**src/rtl/sysRegPkg.sv**
```systemverilog
package sysRegPkg;

  localparam logic [15:0] LOCK_MAGIC = 16'hA05F;

  localparam logic [7:0] OFF_ID     = 8'h00;
  localparam logic [7:0] OFF_LED    = 8'h08;
  localparam logic [7:0] OFF_LOCK   = 8'h20;
  localparam logic [7:0] OFF_CFGA   = 8'h28;
  localparam logic [7:0] OFF_CFGB   = 8'h2C;
  localparam logic [7:0] OFF_FSET   = 8'h30;
  localparam logic [7:0] OFF_FCLR   = 8'h34;
  localparam logic [7:0] OFF_NSET   = 8'h38;
  localparam logic [7:0] OFF_NCLR   = 8'h3C;
  localparam logic [7:0] OFF_RSTCTL = 8'h40;
  localparam logic [7:0] OFF_ONE    = 8'h44;
  localparam logic [7:0] OFF_MEDIA  = 8'h48;
  localparam logic [7:0] OFF_TICK   = 8'h5C;

  typedef enum logic [3:0] {
    SEL_ZERO, SEL_ID, SEL_LED, SEL_LOCK, SEL_CFGA, SEL_CFGB,
    SEL_FLAGS, SEL_NV, SEL_RST, SEL_ONE, SEL_MEDIA, SEL_TICK
  } rdSel_e;

  typedef struct packed {
    logic   wrLed;
    logic   wrLock;
    logic   wrCfgA;
    logic   wrCfgB;
    logic   setFlags;
    logic   clrFlags;
    logic   setNv;
    logic   clrNv;
    logic   wrRstCtl;
    logic   rdEn;
    rdSel_e rdSel;
    logic   rdBad;
  } strobes_t;

endpackage

```
**src/rtl/sysRegCtrl.sv**
```systemverilog
module sysRegCtrl
  import sysRegPkg::*;
#(
  parameter int ADDR_W = 8
) (
  input  logic              clk,
  input  logic              rstAllN,
  input  logic [ADDR_W-1:0] busAddr,
  input  logic              busWe,
  input  logic              busRe,
  output strobes_t          st,
  output logic              badAccess
);

  logic [7:0] offs;
  logic       aligned;
  logic       reservedHit;
  rdSel_e     selComb;
  logic       knownHit;

  assign offs    = 8'(busAddr);
  assign aligned = (busAddr[1:0] == 2'b00);

  always_comb begin
    reservedHit = 1'b0;
    if (aligned) begin
      if (offs == 8'h04 || offs == 8'h24 || offs == OFF_FCLR || offs == OFF_NCLR)
        reservedHit = 1'b1;
      if (offs >= 8'h0C && offs <= 8'h1C) reservedHit = 1'b1;
      if (offs >= 8'h4C && offs <= 8'h58) reservedHit = 1'b1;
      if (offs >= 8'h60 && offs <= 8'h74) reservedHit = 1'b1;
      if (offs >= 8'h80 && offs <= 8'h9C) reservedHit = 1'b1;
      if (offs >= 8'hC0 && offs <= 8'hD0) reservedHit = 1'b1;
    end
  end

  always_comb begin
    selComb  = SEL_ZERO;
    knownHit = 1'b1;
    unique case (offs)
      OFF_ID:     selComb = SEL_ID;
      OFF_LED:    selComb = SEL_LED;
      OFF_LOCK:   selComb = SEL_LOCK;
      OFF_CFGA:   selComb = SEL_CFGA;
      OFF_CFGB:   selComb = SEL_CFGB;
      OFF_FSET:   selComb = SEL_FLAGS;
      OFF_NSET:   selComb = SEL_NV;
      OFF_RSTCTL: selComb = SEL_RST;
      OFF_ONE:    selComb = SEL_ONE;
      OFF_MEDIA:  selComb = SEL_MEDIA;
      OFF_TICK:   selComb = SEL_TICK;
      default:    knownHit = reservedHit;
    endcase
  end

  always_comb begin
    st          = '0;
    st.rdSel    = SEL_ZERO;
    st.rdEn     = busRe;
    if (busRe) begin
      st.rdSel = selComb;
      st.rdBad = !knownHit;
    end
    if (busWe) begin
      st.wrLed    = (offs == OFF_LED);
      st.wrLock   = (offs == OFF_LOCK);
      st.wrCfgA   = (offs == OFF_CFGA);
      st.wrCfgB   = (offs == OFF_CFGB);
      st.setFlags = (offs == OFF_FSET);
      st.clrFlags = (offs == OFF_FCLR);
      st.setNv    = (offs == OFF_NSET);
      st.clrNv    = (offs == OFF_NCLR);
      st.wrRstCtl = (offs == OFF_RSTCTL);
    end
  end

  always_ff @(posedge clk or negedge rstAllN) begin
    if (!rstAllN) badAccess <= 1'b0;
    else          badAccess <= st.rdBad;
  end

  // the bad flag only follows a read strobe
  a_r11_bad_after_read: assert property (@(posedge clk) disable iff (!rstAllN)
    badAccess |-> $past(busRe));

  // at most one write target per cycle
  a_r12_single_target: assert property (@(posedge clk) disable iff (!rstAllN)
    $onehot0({st.wrLed, st.wrLock, st.wrCfgA, st.wrCfgB, st.setFlags,
              st.clrFlags, st.setNv, st.clrNv, st.wrRstCtl}));

endmodule

```
**src/rtl/sysRegData.sv**
```systemverilog
module sysRegData
  import sysRegPkg::*;
#(
  parameter int          DATA_W     = 32,
  parameter int          TICK_W     = 32,
  parameter logic [3:0]  ID_TOP     = 4'h1,
  parameter logic [11:0] BOARD_CODE = 12'h178,
  parameter logic [15:0] ID_LOW     = 16'h0400,
  parameter int          RST_BIT    = 8,
  parameter int          WP_BIT     = 2
) (
  input  logic              clk,
  input  logic              rstAllN,
  input  logic              porN,
  input  logic              tickEn,
  input  strobes_t          st,
  input  logic [DATA_W-1:0] busWdata,
  input  logic              cardDetect,
  input  logic              writeProt,
  output logic [DATA_W-1:0] busRdata,
  output logic [DATA_W-1:0] leds,
  output logic              resetReq
);

  localparam int LOCK_W = 16;
  localparam logic [DATA_W-1:0] ID_WORD = DATA_W'({ID_TOP, BOARD_CODE, ID_LOW});
  localparam logic [LOCK_W-1:0] LOCK_KEEP = {1'b0, {(LOCK_W-1){1'b1}}};

  logic [DATA_W-1:0] ledReg, cfgA, cfgB, flags, nvFlags, rstLevel;
  logic [LOCK_W-1:0] lockReg;
  logic [TICK_W-1:0] tickCnt;
  logic              unlocked;
  logic              acceptRst;
  logic [DATA_W-1:0] rdMux;
  logic [DATA_W-1:0] mediaWord;

  assign unlocked  = (lockReg == LOCK_MAGIC);
  assign acceptRst = st.wrRstCtl && unlocked;
  assign leds      = ledReg;

  always_comb begin
    mediaWord         = '0;
    mediaWord[0]      = cardDetect;
    mediaWord[WP_BIT] = writeProt;
  end

  always_ff @(posedge clk or negedge rstAllN) begin
    if (!rstAllN) begin
      ledReg   <= '0;
      cfgA     <= '0;
      cfgB     <= '0;
      flags    <= '0;
      lockReg  <= '0;
      rstLevel <= '0;
      resetReq <= 1'b0;
    end else begin
      if (st.wrLed)    ledReg <= busWdata;
      if (st.wrCfgA)   cfgA   <= busWdata;
      if (st.wrCfgB)   cfgB   <= busWdata;
      if (st.setFlags) flags  <= flags | busWdata;
      if (st.clrFlags) flags  <= flags & ~busWdata;
      if (st.wrLock) begin
        if (busWdata == DATA_W'(LOCK_MAGIC)) lockReg <= LOCK_MAGIC;
        else                                 lockReg <= busWdata[LOCK_W-1:0] & LOCK_KEEP;
      end
      if (acceptRst) rstLevel <= busWdata;
      resetReq <= acceptRst && busWdata[RST_BIT];
    end
  end

  always_ff @(posedge clk or negedge porN) begin
    if (!porN) begin
      nvFlags <= '0;
    end else begin
      if (st.setNv) nvFlags <= nvFlags | busWdata;
      if (st.clrNv) nvFlags <= nvFlags & ~busWdata;
    end
  end

  always_ff @(posedge clk or negedge rstAllN) begin
    if (!rstAllN)    tickCnt <= '0;
    else if (tickEn) tickCnt <= tickCnt + 1'b1;
  end

  always_comb begin
    unique case (st.rdSel)
      SEL_ID:    rdMux = ID_WORD;
      SEL_LED:   rdMux = ledReg;
      SEL_LOCK:  rdMux = DATA_W'(lockReg);
      SEL_CFGA:  rdMux = cfgA;
      SEL_CFGB:  rdMux = cfgB;
      SEL_FLAGS: rdMux = flags;
      SEL_NV:    rdMux = nvFlags;
      SEL_RST:   rdMux = rstLevel;
      SEL_ONE:   rdMux = DATA_W'(1);
      SEL_MEDIA: rdMux = mediaWord;
      SEL_TICK:  rdMux = DATA_W'(tickCnt);
      default:   rdMux = '0;
    endcase
  end

  always_ff @(posedge clk or negedge rstAllN) begin
    if (!rstAllN)     busRdata <= '0;
    else if (st.rdEn) busRdata <= rdMux;
  end

  // a non-magic guard write never leaves bit 15 set
  a_r3_guard_bit15: assert property (@(posedge clk) disable iff (!rstAllN)
    (st.wrLock && busWdata != DATA_W'(LOCK_MAGIC)) |=> !lockReg[LOCK_W-1]);

  // after a set write every data bit reads as one
  a_r4_set_sticks: assert property (@(posedge clk) disable iff (!rstAllN)
    st.setFlags |=> ((flags & $past(busWdata)) == $past(busWdata)));

  // non-volatile word moves only on its own strobes
  a_r5_nv_quiet: assert property (@(posedge clk) disable iff (!porN)
    !(st.setNv || st.clrNv) |=> $stable(nvFlags));

  // locked writes to reset control leave it unchanged
  a_r6_locked_ignored: assert property (@(posedge clk) disable iff (!rstAllN)
    (st.wrRstCtl && !unlocked) |=> $stable(rstLevel));

  // the request only follows an accepted write with the reset bit
  a_r7_req_cause: assert property (@(posedge clk) disable iff (!rstAllN)
    $rose(resetReq) |-> $past(st.wrRstCtl && unlocked && busWdata[RST_BIT]));

endmodule

```
**src/rtl/sysRegBank.sv**
```systemverilog
module sysRegBank
  import sysRegPkg::*;
#(
  parameter int          ADDR_W     = 8,
  parameter int          DATA_W     = 32,
  parameter int          TICK_W     = 32,
  parameter logic [11:0] BOARD_CODE = 12'h178,
  parameter int          RST_BIT    = 8,
  parameter int          WP_BIT     = 2
) (
  input  logic              clk,
  input  logic              rstN,
  input  logic              porN,
  input  logic              tickEn,
  input  logic [ADDR_W-1:0] busAddr,
  input  logic              busWe,
  input  logic              busRe,
  input  logic [DATA_W-1:0] busWdata,
  output logic [DATA_W-1:0] busRdata,
  output logic              badAccess,
  input  logic              cardDetect,
  input  logic              writeProt,
  output logic [DATA_W-1:0] leds,
  output logic              resetReq
);

  logic     rstAllN;
  strobes_t st;

  assign rstAllN = rstN & porN;

  sysRegCtrl #(.ADDR_W(ADDR_W)) uCtrl (
    .clk(clk), .rstAllN(rstAllN), .busAddr(busAddr), .busWe(busWe),
    .busRe(busRe), .st(st), .badAccess(badAccess)
  );

  sysRegData #(
    .DATA_W(DATA_W), .TICK_W(TICK_W), .ID_TOP(4'h1), .BOARD_CODE(BOARD_CODE),
    .ID_LOW(16'h0400), .RST_BIT(RST_BIT), .WP_BIT(WP_BIT)
  ) uData (
    .clk(clk), .rstAllN(rstAllN), .porN(porN), .tickEn(tickEn), .st(st),
    .busWdata(busWdata), .cardDetect(cardDetect), .writeProt(writeProt),
    .busRdata(busRdata), .leds(leds), .resetReq(resetReq)
  );

endmodule

```
**config.mk**
```make
export PLATFORM = sky130hd
export DESIGN_NAME = sysRegBank
export DESIGN_NICKNAME = d
export VERILOG_FILES = /design/src/rtl/sysRegPkg.sv /design/src/rtl/sysRegCtrl.sv /design/src/rtl/sysRegData.sv /design/src/rtl/sysRegBank.sv
export SDC_FILE = /design/constraint.sdc
export NUM_CORES = 1
export LEC_CHECK = 0
export BUFFER_PORTS_ARGS = -buffer_cell sky130_fd_sc_hd__buf_2
export CAP_MARGIN = 10
export CORE_MARGIN = 3
export CORE_UTILIZATION = 30
export DETAILED_ROUTE_END_ITERATION = 7
export GPL_TIMING_DRIVEN = 0
export SYNTH_ARGS = -nofsm -noshare
export SYNTH_HDL_FRONTEND = slang
export SYNTH_HIERARCHICAL = 1
export SYNTH_SLANG_ARGS = --single-unit
```
**constraint.sdc**
```tcl
create_clock -name clk -period 11.3 [get_ports clk]
set_clock_uncertainty 0.1 [all_clocks]
set_input_delay 0.565 -clock clk [delete_from_list [all_inputs] [get_ports clk]]
set_output_delay 0.565 -clock clk [all_outputs]
set_load 0.05 [all_outputs]
```
# After elaboration in Yosys (flattened, before gate mapping)
# Cells that the tools add are included.
# word_totals
register_bits	274
# op_classes
magnitude_cmp	10
eq_ne	27
add_sub_neg	1
bitwise_logic	6
reduce_logical	16
n_mux	17
# ops
operator	n
one-hot mux 32 bit (11 select lines)	1
two-way mux 32 bit	4
AND 32 bit	2
== test 8 x 6 -> 1 bit, second input constant	8
OR 32 bit	2
one-hot mux 4 bit (11 select lines)	1
adder 32 x 1 -> 32 bit, second input constant	1
== test 32 x 16 -> 1 bit, second input constant	1
== test 8 x 7 -> 1 bit, second input constant	4
inverter 32 bit	1
== test 16 bit, second input constant	1
== test 4 x 3 -> 1 bit, second input constant	4
== test 4 bit, second input constant	4
greater-or-equal comparator 8 x 7 -> 1 bit, second input constant	2
greater-or-equal comparator 8 bit, second input constant	2
less-or-equal comparator 8 x 7 -> 1 bit, second input constant	2
less-or-equal comparator 8 bit, second input constant	2
two-way mux 16 bit	1
OR reduction 11 bit	1
two-way mux 9 bit	1
== test 4 x 2 -> 1 bit, second input constant	2
== test 8 x 3 -> 1 bit, second input constant	1
== test 8 x 4 -> 1 bit, second input constant	1
greater-or-equal comparator 8 x 4 -> 1 bit, second input constant	1
other kinds (11)	27

# Longest topological paths before layout
# logic_depth
ltp_word	16
depth_mapped	14
depth_no_buf	9

# Hierarchy
# The synthesis kept the hierarchy.
# by_module_without_submodules
module	cells_per_inst	area_per_inst_um2	seq_area_each_um2	instances
sysRegData	1022	12285.5	6831.6	1
sysRegCtrl	68	427.9	25.0	1
sysRegBank	1	6.3	0.0	1

# Least setup slack after synthesis
# No wires, ideal clock.
# synth_timing
path_type	input port to flip-flop
startpoint	in busAddr[4]
endpoint	reg uData.busRdata[30]
stages	12
setup_slack_ns	8.379
t_required_ns	11.082
n_path_buf	4
arrival_time_ns	2.703
path_cell_list	buf_2 buf_2 o21ai_0 nor4b_1 inv_1 ha_1 and3b_1 clkbuf_1 clkbuf_1 a222oi_1 a21oi_1 a21o_1
# synth_lines
element	line_no	rtl
start: declaration	sysRegBank.sv:15	input logic [ADDR_W-1:0] busAddr,
end signal: assignment	sysRegData.sv:104	else if (st.rdEn) busRdata <= rdMux;
end: declaration	sysRegData.sv:20	output logic [DATA_W-1:0] busRdata,

==> summary.txt <==
Outcome
  • Outcome: completed

GRT
  • Largest net degree at the start of global routing: 67
  • Global Route Usage Sum: 18.9%
  • First-pass GRT wire length: approximately 64,000 um
  • Remaining Overflow, GRT: 0
  • Grt met2 use: about 30%
  • Vias in the first global route: 10.0k
  • GRT busiest layer: met2
  • Antenna violations before repair: 2
  • Met3 GRT Util: 2.80%
  • Grt met1 use: 26.8%

Finish
  • Final #Nets: 1,258
  • Post-layout util: a little over a third
  • Final Cell Area: 0.0150 mm^2
  • Fill count: just over 4k
  • Synth-to-layout area growth: 17.7%
  • Diodes inserted: 0
  • Share of layout cells above drive strength 1: around 27%
  • Final Non-Filler Cells: 1,761

Routing
  • DRC: 0
  • Detailed Route Iter0 Violations: 965
  • Drt wl/cell: approximately 24 um
  • Final WL: 43,000 um
  • Routed Antenna Nets: 0
  • DR pass1 iterations: 5
  • DR vias/cell: approximately 5.7
  • Via count: 9,978

Pwr
  • Sequential power share: between 40% and 50%
  • Static leakage: 0.00686 uW
  • Max VDD drop: 0.0929 mV
  • Comb pwr share: 6.7%
  • Psw: roughly 560 uW
  • Clock share of power: 46.9%
  • P_int: roughly 1700 uW
  • Power density cells: 153 mW/mm^2
  • Switching part of the total power: 24.3%

Floorplan
  • Core ar.: 0.0414 mm^2
  • IO Count: 114
  • Starting density of the core: 30.7%
  • Die Y: 212 um
  • Die width: 212 um
  • Std-Cell Rows: 74
  • DIE AREA: around 0.045 mm^2

Clocking
  • Post-CTS Setup Bufs: 0
  • Number of CTS-inserted buffers: 30
  • Worst skew pair latency: 0.56 ns
  • H-tree levels: 1
  • CTS Buffer Depth: 3
  • CTS tree: done
  • CTS root buffer: clkbuf_16
  • CTS resizes: 0
  • Num Clock Sinks: 274
  • Clock-pin transition on the worst setup and hold timing paths: around 0.060 ns
  • Hold_buf cts: 0

Setup path
  • Critical Path, Cell by Cell: buf_2 > nor2_1 > nand3b_1 > nor4b_1 > ha_1 > nor3b_1 > clkbuf_1 > a22oi_1 > a41oi_1 > a21o_1
  • Critical Path RT: ~12 ns
  • Setup CP Type: in2reg
  • Slowest Stage Delay on Critical Path: 0.81 ns
  • CP max stage cell: nor3b_1
  • Data arrival, critical path: 4.32 ns
  • CP endpoint kind: flop
  • CP top delay family: simple AND/OR/NAND/NOR gates
  • CP bufs+invs: 2
  • Worst-path maximum fanout: 10
  • Startpoint types: input port

Synth
  • Main synth FF type: dfrtp_1
  • Ys async rst share: 100%
  • Synthesized Nets: between 1k and 1.5k
  • Syn Inst Count: 1,091
  • Synthesized area per cell: 11.7 um^2
  • Register bit count reported by yosys: 274
  • Yosys cell types: 70
  • YS warnings: 6
  • Sequential share of the synthesized area: between 50% and 60%
  • Post-synth EDFFs: 0
  • Synthesized area: ~0.013 mm^2

Worst hold path
  • Worst min-delay path class: in2async

Placed design
  • Placed inst area: 0.0139 mm^2
  • PortBufs: 78
  • Placed Cells: 1,706
  • GPL Wtd Cong: 0.860
  • Final HPWL DP: 29,600 um

STA
  • Hold Worst Slack: 0.0734 ns
  • Slew headroom: around a fifth
  • Worst slew pin tran: about 1.2 ns
  • RSZ-0062 raised after global routing: no
  • Setup tns final: 0 ns
  • Final Cycle Share: between 30% and 40%
  • Fin crit period: 3.92 ns
  • Fin. max-slew vios: 0
  • Fin. Hold Viols: 0
  • Fmax achieved: 255 MHz
  • Setup violators final: 0

Job
  • Max-Cap Viols: 0
## final cells by class
| type | instances | area [um^2] | area share [%] |
|---|---|---|---|
| Sequential cell | 274 | 6860 | 45.8 |
| Multi-Input combinational cell | 685 | 5310 | 35.4 |
| Clock buffer | 42 | 887 | 5.93 |
| Tap cell | 532 | 666 | 4.45 |
| Buffer | 114 | 493 | 3.29 |
| Timing Repair Buffer | 83 | 489 | 3.27 |
| Clock inverter | 13 | 206 | 1.38 |
| Inverter | 18 | 67.6 | 0.451 |
## per-layer routing
metal | part of all wire, % | up-vias
li1 | - | 4315
met1 | 44 | 5143
met2 | 46 | 427
met3 | 6.8 | 91
met4 | 3.1 | 2
met5 | 0.028 | -
## final timing paths
kind / start / end / slack, ns / cells after the start
setup / recovery: busAddr[1] / uData/busRdata[13]$_DFFE_PN0P_ / 7.38 / 10
hold / removal: porN / asynchronous set/reset pin / 0.07 / 1
setup reg to reg: uData/tickCnt[0]$_DFFE_PN0P_ / uData/tickCnt[30]$_DFFE_PN0P_ / 8.68 / 5
hold reg to reg: uData/busRdata[27]$_DFFE_PN0P_ / uData/busRdata[27]$_DFFE_PN0P_ / 0.38 / 1
max in group asynchronous: porN / uData/leds[6]$_DFFE_PN0P_ / 9.01 / 4
min in group clk: busWdata[25] / flop / 0.14 / 2
## worst register-to-register path: cells and delay by family (launching register included)
| kind | cells | cell delay, ns |
|---|---|---|
| AND/OR/NAND/NOR | 3 | 1.58 |
| flip-flops | 1 | 0.43 |
| adder cells (fa/ha/maj) | 1 | 0.20 |
| XOR/XNOR | 1 | 0.20 |
## logic make-up (layout without fill, tap and decap cells)
logic type / Yosys count / count (layout) / share of synthesized area (%)
buf+inv: 132 / 270 / 4.41
flops: 274 / 274 / 53.9
compound gates: 308 / 308 / 15.9
xor+xnor: 35 / 35 / 2.41
fa+ha+maj: 4 / 4 / 0.393
simple gates: 187 / 187 / 9.58
mux: 151 / 151 / 13.4
## power by group through the flow
stage          clock network, uW  logic (uW)  registers, uW
2_1_floorplan                  0        88.2           1090
3_3_place_gp                   0         146           1080
3_5_place_dp                   0         155           1080
4_1_cts                     1090         155           1060
5_1_grt                     1130         169           1070
6_report                    1080         153           1060
## per-stage QoR
stage | worst slack (ns) | power (uW)
after detailed placement | 6.94 | 1240
after floorplan | 2.81 | 1180
final | 7.38 | 2290
after global routing | 7.20 | 2370
after global placement | -1.58 | 1230
after CTS | 7.53 | 2310
## cells in the final DEF (no fill, tap or decap), types with 16 or more instances in the layout
| cell | Yosys | layout |
|---|---|---|
| nand4_1 | 28 | 28 |
| a21o_1 | 17 | 17 |
| a22oi_1 | 61 | 61 |
| nor2_1 | 16 | 16 |
| a21oi_1 | 140 | 140 |
| buf_2 | 21 | 100 |
| a41oi_1 | 17 | 17 |
| dfrtp_1 | 274 | 274 |
| xnor2_1 | 23 | 23 |
| clkbuf_1 | 64 | 68 |
| inv_1 | 18 | 18 |
| nand2_1 | 29 | 29 |
| mux2_2 | 144 | 144 |
| clkbuf_16 | 0 | 31 |
## cells in the mapped netlist (5+ instances only)
library cell / n / area share [%]
a21o_1: 17 / 1.0
a21oi_1: 140 / 5.5
a22o_1: 15 / 1.0
a22oi_1: 61 / 3.6
a41oi_1: 17 / 1.2
and3_1: 8 / 0.39
and3b_1: 6 / 0.41
buf_1: 12 / 0.35
buf_2: 21 / 0.83
clkbuf_1: 64 / 1.9
clkbuf_2: 13 / 0.51
dfrtp_1: 274 / 54
inv_1: 18 / 0.53
mux2_2: 144 / 13
nand2_1: 29 / 0.86
nand2b_1: 5 / 0.25
nand3_1: 11 / 0.43
nand4_1: 28 / 1.4
nand4b_1: 13 / 0.90
nor2_1: 16 / 0.47
nor3_1: 15 / 0.59
nor3_2: 5 / 0.39
nor3b_1: 6 / 0.35
nor4_1: 11 / 0.54
o2111ai_1: 5 / 0.34
o21ai_0: 12 / 0.47
o2bb2ai_1: 15 / 1.0
xnor2_1: 23 / 1.6
xor2_1: 12 / 0.83
Note: power is estimated with default switching activity, not from simulation.
